==> src/rtl/jcr_pkg.sv <==
package jcr_pkg;
  localparam int REG_AW = 12;
  localparam int REG_DW = 32;

  localparam logic [REG_AW-1:0] A_CTRL   = 12'h000;
  localparam logic [REG_AW-1:0] A_INTEN  = 12'h004;
  localparam logic [REG_AW-1:0] A_STAT   = 12'h00C;
  localparam logic [REG_AW-1:0] A_SIZE   = 12'h014;
  localparam logic [REG_AW-1:0] A_TSEL   = 12'h03C;
  localparam logic [REG_AW-1:0] A_FMT    = 12'h040;
  localparam logic [REG_AW-1:0] A_OUTLEN = 12'h044;
  localparam logic [REG_AW-1:0] A_HUFLEN = 12'h04C;
  localparam logic [REG_AW-1:0] A_LIMIT  = 12'h06C;

  localparam int CB_RUN = 29;
  localparam int CB_IEN = 28;
  localparam int CB_HUF = 19;
  localparam int SB_DONE = 1;
  localparam int SB_OVER = 11;

  localparam logic [REG_DW-1:0] CTRL_KEEP = (32'h1 << CB_RUN) | (32'h1 << CB_IEN)
                                          | (32'h1 << CB_HUF) | 32'h3;
  localparam logic [REG_DW-1:0] STAT_KEEP = (32'h1 << SB_OVER) | (32'h1 << SB_DONE);

  typedef struct packed {
    logic [15:0] h;
    logic [15:0] w;
  } dims_t;
endpackage

==> src/rtl/jcr_cfg_regs.sv <==
module jcr_cfg_regs
  import jcr_pkg::*;
#(
  parameter int DW       = REG_DW,
  parameter int AW       = REG_AW,
  parameter int MIN_DIM  = 8,
  parameter int MAX_DIM  = 16368,
  parameter int TSEL_W   = 12,
  parameter int HUF_W    = 16,
  parameter logic [11:0] TSEL_RST = 12'hF14,
  parameter logic [15:0] HUF_RST  = 16'h01A2
) (
  input  logic              clk,
  input  logic              rst_n,
  input  logic              wr_en,
  input  logic [AW-1:0]     addr,
  input  logic [DW-1:0]     wdata,
  output logic [DW-1:0]     inten_o,
  output dims_t             size_o,
  output logic [7:0]        fmt_o,
  output logic [TSEL_W-1:0] tsel_o,
  output logic [HUF_W-1:0]  huf_o,
  output logic [DW-1:0]     limit_o
);
  localparam int CODE_LSB = DW - 8;
  localparam logic [7:0] CODE_MIN = 8'd1;
  localparam logic [7:0] CODE_MAX = 8'd4;

  logic [DW-1:0]     inten_q, inten_d, limit_q, limit_d;
  dims_t             size_q, size_d, size_w;
  logic [7:0]        fmt_q, fmt_d, code_w;
  logic [TSEL_W-1:0] tsel_q, tsel_d;
  logic [HUF_W-1:0]  huf_q, huf_d;
  logic              size_ok, code_ok;

  function automatic logic dim_ok(input logic [15:0] v);
    return (int'(v) >= MIN_DIM) && (int'(v) <= MAX_DIM);
  endfunction

  always_comb begin
    size_w  = dims_t'(wdata);
    code_w  = wdata[CODE_LSB +: 8];
    size_ok = dim_ok(size_w.w) && dim_ok(size_w.h);
    code_ok = (code_w >= CODE_MIN) && (code_w <= CODE_MAX);
    inten_d = inten_q;
    size_d  = size_q;
    fmt_d   = fmt_q;
    tsel_d  = tsel_q;
    huf_d   = huf_q;
    limit_d = limit_q;
    if (wr_en) begin
      unique case (addr)
        A_INTEN:  inten_d = wdata & STAT_KEEP;
        A_SIZE:   if (size_ok) size_d = size_w;
        A_FMT:    if (code_ok) fmt_d = code_w;
        A_TSEL:   tsel_d  = wdata[TSEL_W-1:0];
        A_HUFLEN: huf_d   = wdata[HUF_W-1:0];
        A_LIMIT:  limit_d = wdata;
        default:  ;
      endcase
    end
  end

  always_ff @(posedge clk or negedge rst_n) begin
    if (!rst_n) begin
      inten_q <= '0;
      size_q  <= '{h: 16'(MIN_DIM), w: 16'(MIN_DIM)};
      fmt_q   <= CODE_MIN;
      tsel_q  <= TSEL_RST;
      huf_q   <= HUF_RST;
      limit_q <= '0;
    end else begin
      inten_q <= inten_d;
      size_q  <= size_d;
      fmt_q   <= fmt_d;
      tsel_q  <= tsel_d;
      huf_q   <= huf_d;
      limit_q <= limit_d;
    end
  end

  assign inten_o = inten_q;
  assign size_o  = size_q;
  assign fmt_o   = fmt_q;
  assign tsel_o  = tsel_q;
  assign huf_o   = huf_q;
  assign limit_o = limit_q;

  // stored dimensions stay legal whatever is written
  p_size_legal_r3: assert property (@(posedge clk) disable iff (!rst_n)
    dim_ok(size_q.w) && dim_ok(size_q.h));

  // an illegal code write leaves the format unchanged
  p_fmt_hold_r4: assert property (@(posedge clk) disable iff (!rst_n)
    (wr_en && addr == A_FMT && !code_ok) |=> $stable(fmt_q));
endmodule

==> src/rtl/jcr_job_seq.sv <==
module jcr_job_seq
  import jcr_pkg::*;
#(
  parameter int DW = REG_DW,
  parameter int AW = REG_AW
) (
  input  logic          clk,
  input  logic          rst_n,
  input  logic          wr_en,
  input  logic [AW-1:0] addr,
  input  logic [DW-1:0] wdata,
  input  logic [DW-1:0] inten,
  input  logic [DW-1:0] limit,
  input  logic          eng_done,
  input  logic          eng_ovf,
  input  logic [DW-1:0] eng_bytes,
  output logic [DW-1:0] ctrl_o,
  output logic [DW-1:0] status_o,
  output logic [DW-1:0] outlen_o,
  output logic          eng_start,
  output logic          eng_stop,
  output logic          irq
);
  logic [DW-1:0] ctrl_q, ctrl_d, stat_q, stat_d, out_q, out_d;
  logic          busy_q, busy_d, start_q, stop_q;
  logic          ctrl_wr, stat_wr, over, fin, kill, launch;

  always_comb begin
    ctrl_wr = wr_en && (addr == A_CTRL);
    stat_wr = wr_en && (addr == A_STAT);
    over    = busy_q && (eng_ovf || (eng_bytes > limit));
    fin     = busy_q && eng_done && !over;
    kill    = ctrl_wr && !wdata[CB_RUN];
    launch  = ctrl_wr && wdata[CB_RUN] && !ctrl_q[CB_RUN]
              && (wdata[1:0] != 2'b00) && !busy_q;

    ctrl_d = ctrl_wr ? (wdata & CTRL_KEEP) : ctrl_q;

    stat_d = stat_q;
    if (stat_wr) stat_d = stat_d & ~wdata;
    if (over)    stat_d[SB_OVER] = 1'b1;
    if (fin)     stat_d[SB_DONE] = 1'b1;
    if (kill)    stat_d = '0;

    out_d = out_q;
    if (over || fin) out_d = eng_bytes;
    if (kill)        out_d = '0;

    busy_d = busy_q;
    if (over || fin) busy_d = 1'b0;
    if (launch)      busy_d = 1'b1;
    if (kill)        busy_d = 1'b0;
  end

  always_ff @(posedge clk or negedge rst_n) begin
    if (!rst_n) begin
      ctrl_q  <= '0;
      stat_q  <= '0;
      out_q   <= '0;
      busy_q  <= 1'b0;
      start_q <= 1'b0;
      stop_q  <= 1'b0;
    end else begin
      ctrl_q  <= ctrl_d;
      stat_q  <= stat_d;
      out_q   <= out_d;
      busy_q  <= busy_d;
      start_q <= launch;
      stop_q  <= over;
    end
  end

  assign ctrl_o    = ctrl_q;
  assign status_o  = stat_q;
  assign outlen_o  = out_q;
  assign eng_start = start_q;
  assign eng_stop  = stop_q;
  assign irq       = ctrl_q[CB_IEN] && ((stat_q & inten) != '0);

  // start lasts a single cycle
  p_start_pulse_r5: assert property (@(posedge clk) disable iff (!rst_n)
    eng_start |=> !eng_start);

  // a start only comes with the engine released, a mode set, and a job running
  p_start_cause_r5: assert property (@(posedge clk) disable iff (!rst_n)
    eng_start |-> (ctrl_q[CB_RUN] && ctrl_q[1:0] != 2'b00 && busy_q));

  // clean completion records done and the byte count
  p_fin_r6: assert property (@(posedge clk) disable iff (!rst_n)
    (fin && !kill) |=> (stat_q[SB_DONE] && out_q == $past(eng_bytes)));

  // overflow records the error, aborts the engine, and ends the job
  p_over_r7: assert property (@(posedge clk) disable iff (!rst_n)
    (over && !kill) |=> (stat_q[SB_OVER] && eng_stop && !busy_q));

  // holding the engine wipes the job results
  p_hold_clear_r10: assert property (@(posedge clk) disable iff (!rst_n)
    kill |=> (stat_q == '0 && out_q == '0 && !busy_q));
endmodule

==> src/rtl/jpeg_ctl_regs.sv <==
module jpeg_ctl_regs
  import jcr_pkg::*;
#(
  parameter int DW      = REG_DW,
  parameter int AW      = REG_AW,
  parameter int MIN_DIM = 8,
  parameter int MAX_DIM = 16368,
  parameter int SYNC_STAGES = 2
) (
  input  logic          clk,
  input  logic          rst_n,
  input  logic          reg_wr,
  input  logic [AW-1:0] reg_addr,
  input  logic [DW-1:0] reg_wdata,
  output logic [DW-1:0] reg_rdata,
  output logic          eng_start,
  output logic          eng_stop,
  output logic [1:0]    eng_mode,
  input  logic          eng_done,
  input  logic          eng_ovf,
  input  logic [DW-1:0] eng_bytes,
  output logic          irq
);
  localparam int TSEL_W = 12;
  localparam int HUF_W  = 16;

  logic [SYNC_STAGES-1:0] rst_sync_q;
  logic                   rst_n_i;
  logic [DW-1:0]          inten, limit, ctrl, status, outlen;
  dims_t                  size;
  logic [7:0]             fmt;
  logic [TSEL_W-1:0]      tsel;
  logic [HUF_W-1:0]       huf;

  always_ff @(posedge clk or negedge rst_n) begin
    if (!rst_n) rst_sync_q <= '0;
    else        rst_sync_q <= {rst_sync_q[SYNC_STAGES-2:0], 1'b1};
  end
  assign rst_n_i = rst_sync_q[SYNC_STAGES-1];

  jcr_cfg_regs #(
    .DW(DW), .AW(AW), .MIN_DIM(MIN_DIM), .MAX_DIM(MAX_DIM),
    .TSEL_W(TSEL_W), .HUF_W(HUF_W)
  ) u_cfg (
    .clk(clk), .rst_n(rst_n_i), .wr_en(reg_wr), .addr(reg_addr), .wdata(reg_wdata),
    .inten_o(inten), .size_o(size), .fmt_o(fmt), .tsel_o(tsel), .huf_o(huf),
    .limit_o(limit)
  );

  jcr_job_seq #(.DW(DW), .AW(AW)) u_seq (
    .clk(clk), .rst_n(rst_n_i), .wr_en(reg_wr), .addr(reg_addr), .wdata(reg_wdata),
    .inten(inten), .limit(limit), .eng_done(eng_done), .eng_ovf(eng_ovf),
    .eng_bytes(eng_bytes), .ctrl_o(ctrl), .status_o(status), .outlen_o(outlen),
    .eng_start(eng_start), .eng_stop(eng_stop), .irq(irq)
  );

  assign eng_mode = ctrl[1:0];

  always_comb begin
    unique case (reg_addr)
      A_CTRL:   reg_rdata = ctrl;
      A_INTEN:  reg_rdata = inten;
      A_STAT:   reg_rdata = status;
      A_SIZE:   reg_rdata = size;
      A_TSEL:   reg_rdata = DW'(tsel);
      A_FMT:    reg_rdata = {fmt, {(DW-8){1'b0}}};
      A_OUTLEN: reg_rdata = outlen;
      A_HUFLEN: reg_rdata = DW'(huf);
      A_LIMIT:  reg_rdata = limit;
      default:  reg_rdata = '0;
    endcase
  end

  // interrupt is never raised with the master enable off
  p_irq_gate_r9: assert property (@(posedge clk) disable iff (!rst_n_i)
    !ctrl[CB_IEN] |-> !irq);
endmodule

==> config.mk <==
export PLATFORM = sky130hd
export DESIGN_NAME = jpeg_ctl_regs
export DESIGN_NICKNAME = d
export VERILOG_FILES = /design/src/rtl/jcr_pkg.sv /design/src/rtl/jcr_cfg_regs.sv /design/src/rtl/jcr_job_seq.sv /design/src/rtl/jpeg_ctl_regs.sv
export SDC_FILE = /design/constraint.sdc
export NUM_CORES = 1
export LEC_CHECK = 0
export BUFFER_PORTS_ARGS = -buffer_cell sky130_fd_sc_hd__buf_2
export CAP_MARGIN = 10
export CORE_ASPECT_RATIO = 1.25
export CORE_UTILIZATION = 25
export DETAILED_ROUTE_END_ITERATION = 12
export PLACE_DENSITY = 0.53
export SETUP_SLACK_MARGIN = 0.4
export SYNTH_ARGS = -nofsm -noshare
export SYNTH_HDL_FRONTEND = slang
export SYNTH_SLANG_ARGS = --single-unit
==> constraint.sdc <==
create_clock -name clk -period 6.3 [get_ports clk]
set_input_delay 0.315 -clock clk [delete_from_list [all_inputs] [get_ports clk]]
set_output_delay 0.315 -clock clk [all_outputs]
set_load 0.01 [all_outputs]
## Word-level counts from Yosys, hierarchy flattened

Cells that the tools add are included.

| operators by class | value |
|---|---|
| add/subtract/negate cells | 0 |
| $mul | 0 |
| div/mod/pow operators | 0 |
| magnitude comparators | 7 |
| equality and inequality tests | 8 |
| shift operators | 0 |
| multiplexer cells | 10 |
| bitwise gates (word level) | 3 |
| reduce and logical (&&, ||, !) cells | 35 |

Operators with widths:

| kind | number |
|---|---|
| $pmux 32 s9 | 1 |
| $mux 32 | 4 |
| $eq 12x7->1 const B | 4 |
| $and 32x12->32 | 1 |
| $and 32x32->32 | 1 |
| $ge 16x4->1 const B | 2 |
| $gt 32x32->1 | 1 |
| $le 16x14->1 const B | 2 |
| $not 32->32 | 1 |
| $reduce_bool 32->1 | 1 |
| $logic_and 1x1->1 | 15 |
| $eq 12x3->1 const B | 1 |
| $eq 12x4->1 const B | 1 |
| $eq 12x5->1 const B | 1 |
| $eq 12x6->1 const B | 1 |
| $logic_not 12->1 | 1 |
| $reduce_bool 3->1 | 3 |
| $ge 8x1->1 const B | 1 |
| $le 8x3->1 const B | 1 |
| $reduce_and 2->1 | 4 |
| $reduce_and 3->1 | 2 |
| $reduce_bool 2->1 | 3 |
| $mux 1 | 5 |
| $logic_not 1->1 | 4 |
| $logic_or 1x1->1 | 2 |

| storage, ports and cells | value |
|---|---|
| register bits after elaboration | 176 |
| bits in latches | 0 |
| memory bits (writable) | 0 |
| bits in read-only memories | 0 |
| input port bits | 81 |
| output and inout bits | 37 |
| logic and storage cells | 79 |
| memories kept | 0 |

## Longest topological paths before layout

| depth | value |
|---|---|
| word-level depth | 9 |
| gate-level depth with buffers | 10 |
| depth with buffers taken out | 9 |

## Hierarchy

From an unflattened synthesis, not the netlist that was laid out.

| second synthesis, totals | value |
|---|---|
| cells, all modules | 1138 |
| area, all modules | 11462.2 µm² |

By module, submodules not included:

| module | times used | cells an instance | area each (µm²) | sequential area each (µm²) |
|---|---|---|---|---|
| jcr_job_seq | 1 | 580 | 5078.6 | 1801.7 |
| jcr_cfg_regs | 1 | 283 | 4261.6 | 2568.7 |
| jpeg_ctl_regs | 1 | 275 | 2122.0 | 50.0 |

## Worst setup path after synthesis

Ideal clock, no wire load.

| timing | value |
|---|---|
| kind | register to register |
| start point | register u_cfg.limit_q[21], in the netlist u_cfg.limit_o[21] |
| end point | register u_seq.out_q[0], in the netlist u_seq.outlen_o[0] |
| library setup time | 126 ps |
| arrival time | 2358 ps |
| required time | 6174 ps |
| slack | 3816 ps |
| cell stages (with the launch flop) | 11 |
| path buffers | 1 |
| clock period less this slack | 2484 ps |
| path through | dfrtp_1 inv_1 ha_1 a21o_1 a21o_1 a221o_1 a211oi_1 nand2_1 nor3b_2 buf_6 a221o_1 |

| on the way | value |
|---|---|
| longest elaborated chain between the ends | 7 |

RTL lines:

| element | line | source |
|---|---|---|
| start: declaration | jcr_cfg_regs.sv:29 | `logic [DW-1:0] inten_q, inten_d, limit_q, limit_d;` |
| start signal: assignment | jcr_cfg_regs.sv:78 | `limit_q <= limit_d;` |
| $gt 32x32->1 * | jcr_job_seq.sv:31 | `over = busy_q && (eng_ovf \|\| (eng_bytes > limit));` |
| $logic_or 1x1->1 * | jcr_job_seq.sv:31 |  |
| $logic_and 1x1->1 * | jcr_job_seq.sv:31 |  |
| $logic_not 1->1 | jcr_job_seq.sv:32 | `fin = busy_q && eng_done && !over;` |
| $logic_and 1x1->1 | jcr_job_seq.sv:32 |  |
| $logic_or 1x1->1 * | jcr_job_seq.sv:46 | `if (over \|\| fin) out_d = eng_bytes;` |
| $reduce_bool 2->1 (no line) * | -- |  |
| end signal: assignment | jcr_job_seq.sv:66 | `out_q <= out_d;` |
| end: declaration | jcr_job_seq.sv:24 | `logic [DW-1:0] ctrl_q, ctrl_d, stat_q, stat_d, out_q, out_d;` |

Mark *: on every way between the ends. The rest lies on a longest branch, timed or not.
A chain may end at the register's enable or synchronous reset.

## Final worst setup path

| timing | value |
|---|---|
| start point | register u_cfg.limit_q[21], in the netlist u_cfg.limit_o[21] |
| end point | register u_seq.out_q[13], in the netlist u_seq.outlen_o[13] |

The elaborated chain is that of the path after synthesis.

==> run_results.csv <==
group,metric,value,unit
power_and_ir_drop,leakage,5.18,nW
grt,grt_use_met3,3.14,%
sta,slew_violations,0,
grt,top_usage_layer,"met2",
sta,setup_violations,0,
cells_and_area,final_nets,1005,
sta,rsz0062_at_grt,"false",
run,cap_violations,0,
placement,placedInstanceArea,10000,µm²
synthesis,synth_edf_count,0,
synthesis,yosysSeqAreaShare,49.3,%
grt,grt_use_met1,21.3,%
synthesis,syn_area,8960,µm²
setup_path,cp.required,6.67,ns
placement,dp_cells,1345,
cts,cts_tree,"done",
die,start_util,25.3,%
synthesis,avgSynthCellArea,11.3,µm²
sta,fmax,271,MHz
route,via_count,7016,
route,routed_wl,29.4,mm
synthesis,yosys.cell_types.count,54,
route,drt_iter0_markers,648,
setup_path,crit_fanout,16,
grt,overflow,0,
synthesis,synth_nets,903,
setup_path,crit_path_end_kind,"register",
setup_path,cp_slowest_cell,"nor3_2",
placement,io_buffers,117,
setup_path,critPathLaunchType,"register",
die,placeableCoreArea,35400,µm²
sta,setup_tns,0,ns
cells_and_area,final_cell_mix,"dfrtp_1, buf_2, nand2_1",
sta,fin_skew,0.0198,ns
placement,gp_congestion,0.773,
route,drtAntennaViolNets,0,
grt,grt_pass1_wl,44.1,mm
route,drc,0,
synthesis,postSynth.asyncResetShare,100,%
cells_and_area,instances_no_fill,1380,
setup_path,cp_slowest_stage_delay,0.98,ns
setup_path,path_cells,"inv_1 -> ha_1 -> a21o_1 -> a21o_1 -> a221o_1 -> a211oi_1 -> nand2_1 -> nor3_2 -> buf_4 -> a221o_1",
sta,slew_headroom,20.8,%
sta,min_period,3.69,ns
cts,cts_root_buf,"clkbuf_16",
hold_path,hp-class,"in -> reg",
status,status,"finished clean",
die,die-area,36600,µm²
hold_path,hold_depth,2,
cts,cts_sinks,176,
grt,first_global_vias,7116,
setup_path,rrSetupSlack,2.61,ns
setup_path,startpoint,"u_cfg.limit_o[21]$_DFFE_PN0P_",
power_and_ir_drop,total_power,0.00271,W
setup_path,cp.arrival,4.06,ns
setup_path,crit_buf_inv,2,
placement,dp_slack,2.50,ns
route,drt-pass1-iter-count,6,
die,io_pins,118,
cts,clockBufferDepth,2,
sta,fin_crit_sh,58.6,%
die,rows,77,
synthesis,synthFlopType,"dfrtp_1",
die,die_width,171,µm
grt,grt_use_total,16.4,%
setup_path,cp.depth,10,
power_and_ir_drop,power.density,253,nW/µm²
sta,worstMarginPinSlew,1.18,ns
cts,cts_setup_buffers,0,
synthesis,yosysWarnings,0,
setup_path,rr_worst_depth,10,
setup_path,path_delay_family,"compound AO/OA/AOI/OAI gates",
cts,path_clk_slew,0.08,ns
cts,clk_latency,0.44,ns
setup_path,crit-reg2reg-launch,"u_cfg.limit_o[21]$_DFFE_PN0P_",
cells_and_area,final_area,10700,µm²
cells_and_area,drive_above_1_share,32.8,%
synthesis,ys_seq_elements,176,
route,viasPerCell,5.08,
route,avgRoutedWirePerCell,21.3,µm
sta,hold_viol_final,0,
synthesis,synthCells,790,
cells_and_area,layout_commonest_cell,"dfrtp_1",
hold_path,min-delay-start,"eng_bytes[4]",
placement,hpwl,20.5,mm
cts,cts-buffers-inserted,17,
die,die_y,214,µm
grt,grt_start_max_net_pins,82,
power_and_ir_drop,worst_ir_drop_vdd,0.187,mV
cells_and_area,syn2layout_area_growth,19.4,%
grt,antenna_found_initial,1,
cts,htreeDepth,4,
sta,setup_slack,2.61,ns
setup_path,worstSetupPathType,"reg -> reg",
cts,postCtsResizedCells,0,
grt,grtUsageMet2,27.6,%
==> cell families (layout without fill, tap and decap cells) <==
group           Yosys count  after routing  share of synthesized area, %
xor+xnor                  1              1                        0.0978
flops                   176            176                          49.3
compound gates          158            158                          14.7
buf+inv                  83            198                          4.12
other cells               1              2                        0.0419
fa+ha+maj                32             32                          4.47
mux                      98             98                          13.4
simple gates            241            241                          13.9
==> flip-flops by register name, indices dropped and copies added (netlist names) <==
name,cells
u_cfg.inten_o,2
u_cfg.huf_o,16
u_cfg.fmt_o,8
rst_sync_q,2
u_seq.outlen_o,32
u_seq.ctrl_o,5
u_seq.status_o,32
u_seq.busy_q,1
u_cfg.limit_o,32
u_cfg.size_o,32
u_seq.eng_stop,1
u_seq.eng_start,1
u_cfg.tsel_o,12
==> worst paths after layout <==
check                                                      end
worst min-delay path             u_seq.outlen_o[4]$_DFFE_PN0P_
max in group asynchronous       u_seq.outlen_o[17]$_DFFE_PN0P_
worst max-delay path            u_seq.outlen_o[13]$_DFFE_PN0P_
worst max register to register  u_seq.outlen_o[13]$_DFFE_PN0P_
min in group asynchronous              rst_sync_q[1]$_DFF_PN0_
worst min register to register         rst_sync_q[1]$_DFF_PN0_
==> layer usage <==
layer / up-vias / part of all wire (%)
met5: - / 0
met4: 0 / 1.8
met3: 26 / 5.4
met2: 242 / 49
met1: 3579 / 44
li1: 3169 / -
==> synthesized netlist by cell type (2+ instances only) <==
library cell / n / area (µm²)
buf_2: 7 / 35.0
nor4_1: 8 / 50.1
buf_4: 3 / 22.5
a21boi_0: 3 / 22.5
nand2_1: 87 / 327
dfrtp_1: 163 / 4080
or2_1: 2 / 12.5
ha_1: 32 / 400
nand3_1: 20 / 100
nand4_2: 2 / 25.0
nor3_1: 5 / 25.0
o21ai_0: 4 / 20.0
mux2_2: 72 / 811
and2_1: 10 / 62.6
inv_1: 33 / 124
mux2_4: 26 / 390
a21o_1: 5 / 37.5
nand4_1: 9 / 56.3
dfstp_2: 13 / 342
o21a_1: 2 / 15.0
clkbuf_1: 32 / 120
and3_1: 31 / 194
buf_1: 3 / 11.3
and4_1: 4 / 35.0
a31o_2: 2 / 17.5
nor2_4: 2 / 22.5
buf_6: 5 / 56.3
nor2b_1: 2 / 12.5
a21oi_1: 12 / 60.1
a22oi_1: 59 / 443
a222oi_1: 33 / 330
nor2_1: 45 / 169
a221o_1: 33 / 330
==> layout make-up <==
type / count / area (µm²)
antenna: 1 / 2.50
clock buffer: 17 / 425
clock inverter: 15 / 196
fill: 3646 / 24700
inverter: 33 / 124
multi-input combinational: 531 / 4210
sequential: 176 / 4420
tap: 474 / 593
timing repair buffer: 133 / 728
==> stage by stage <==
step                      utilization, %  hold slack (ns)
after global routing                30.3            0.166
final                               30.3            0.166
after detailed placement            28.4            0.103
after CTS                           30.2            0.151
after floorplan                        -           0.0194
after global placement              28.4            0.101
==> report_power, final <==
| group | leakage [nW] | internal, W | total, W | switching (W) |
|---|---|---|---|---|
| combinational | 2.49 | 0.000145 | 0.000285 | 0.000139 |
| clock | 0.304 | 0.000607 | 0.00112 | 0.000518 |
| sequential | 2.38 | 0.00121 | 0.00130 | 0.0000892 |
==> repair_timing <==
item / 4_1_cts / 5_1_grt
hold buffers: 1 / 0
hold endpoints to repair: 2 / 0
setup endpoints to repair: 0 / 0
No activity file was read; power rests on OpenSTA's default activity.
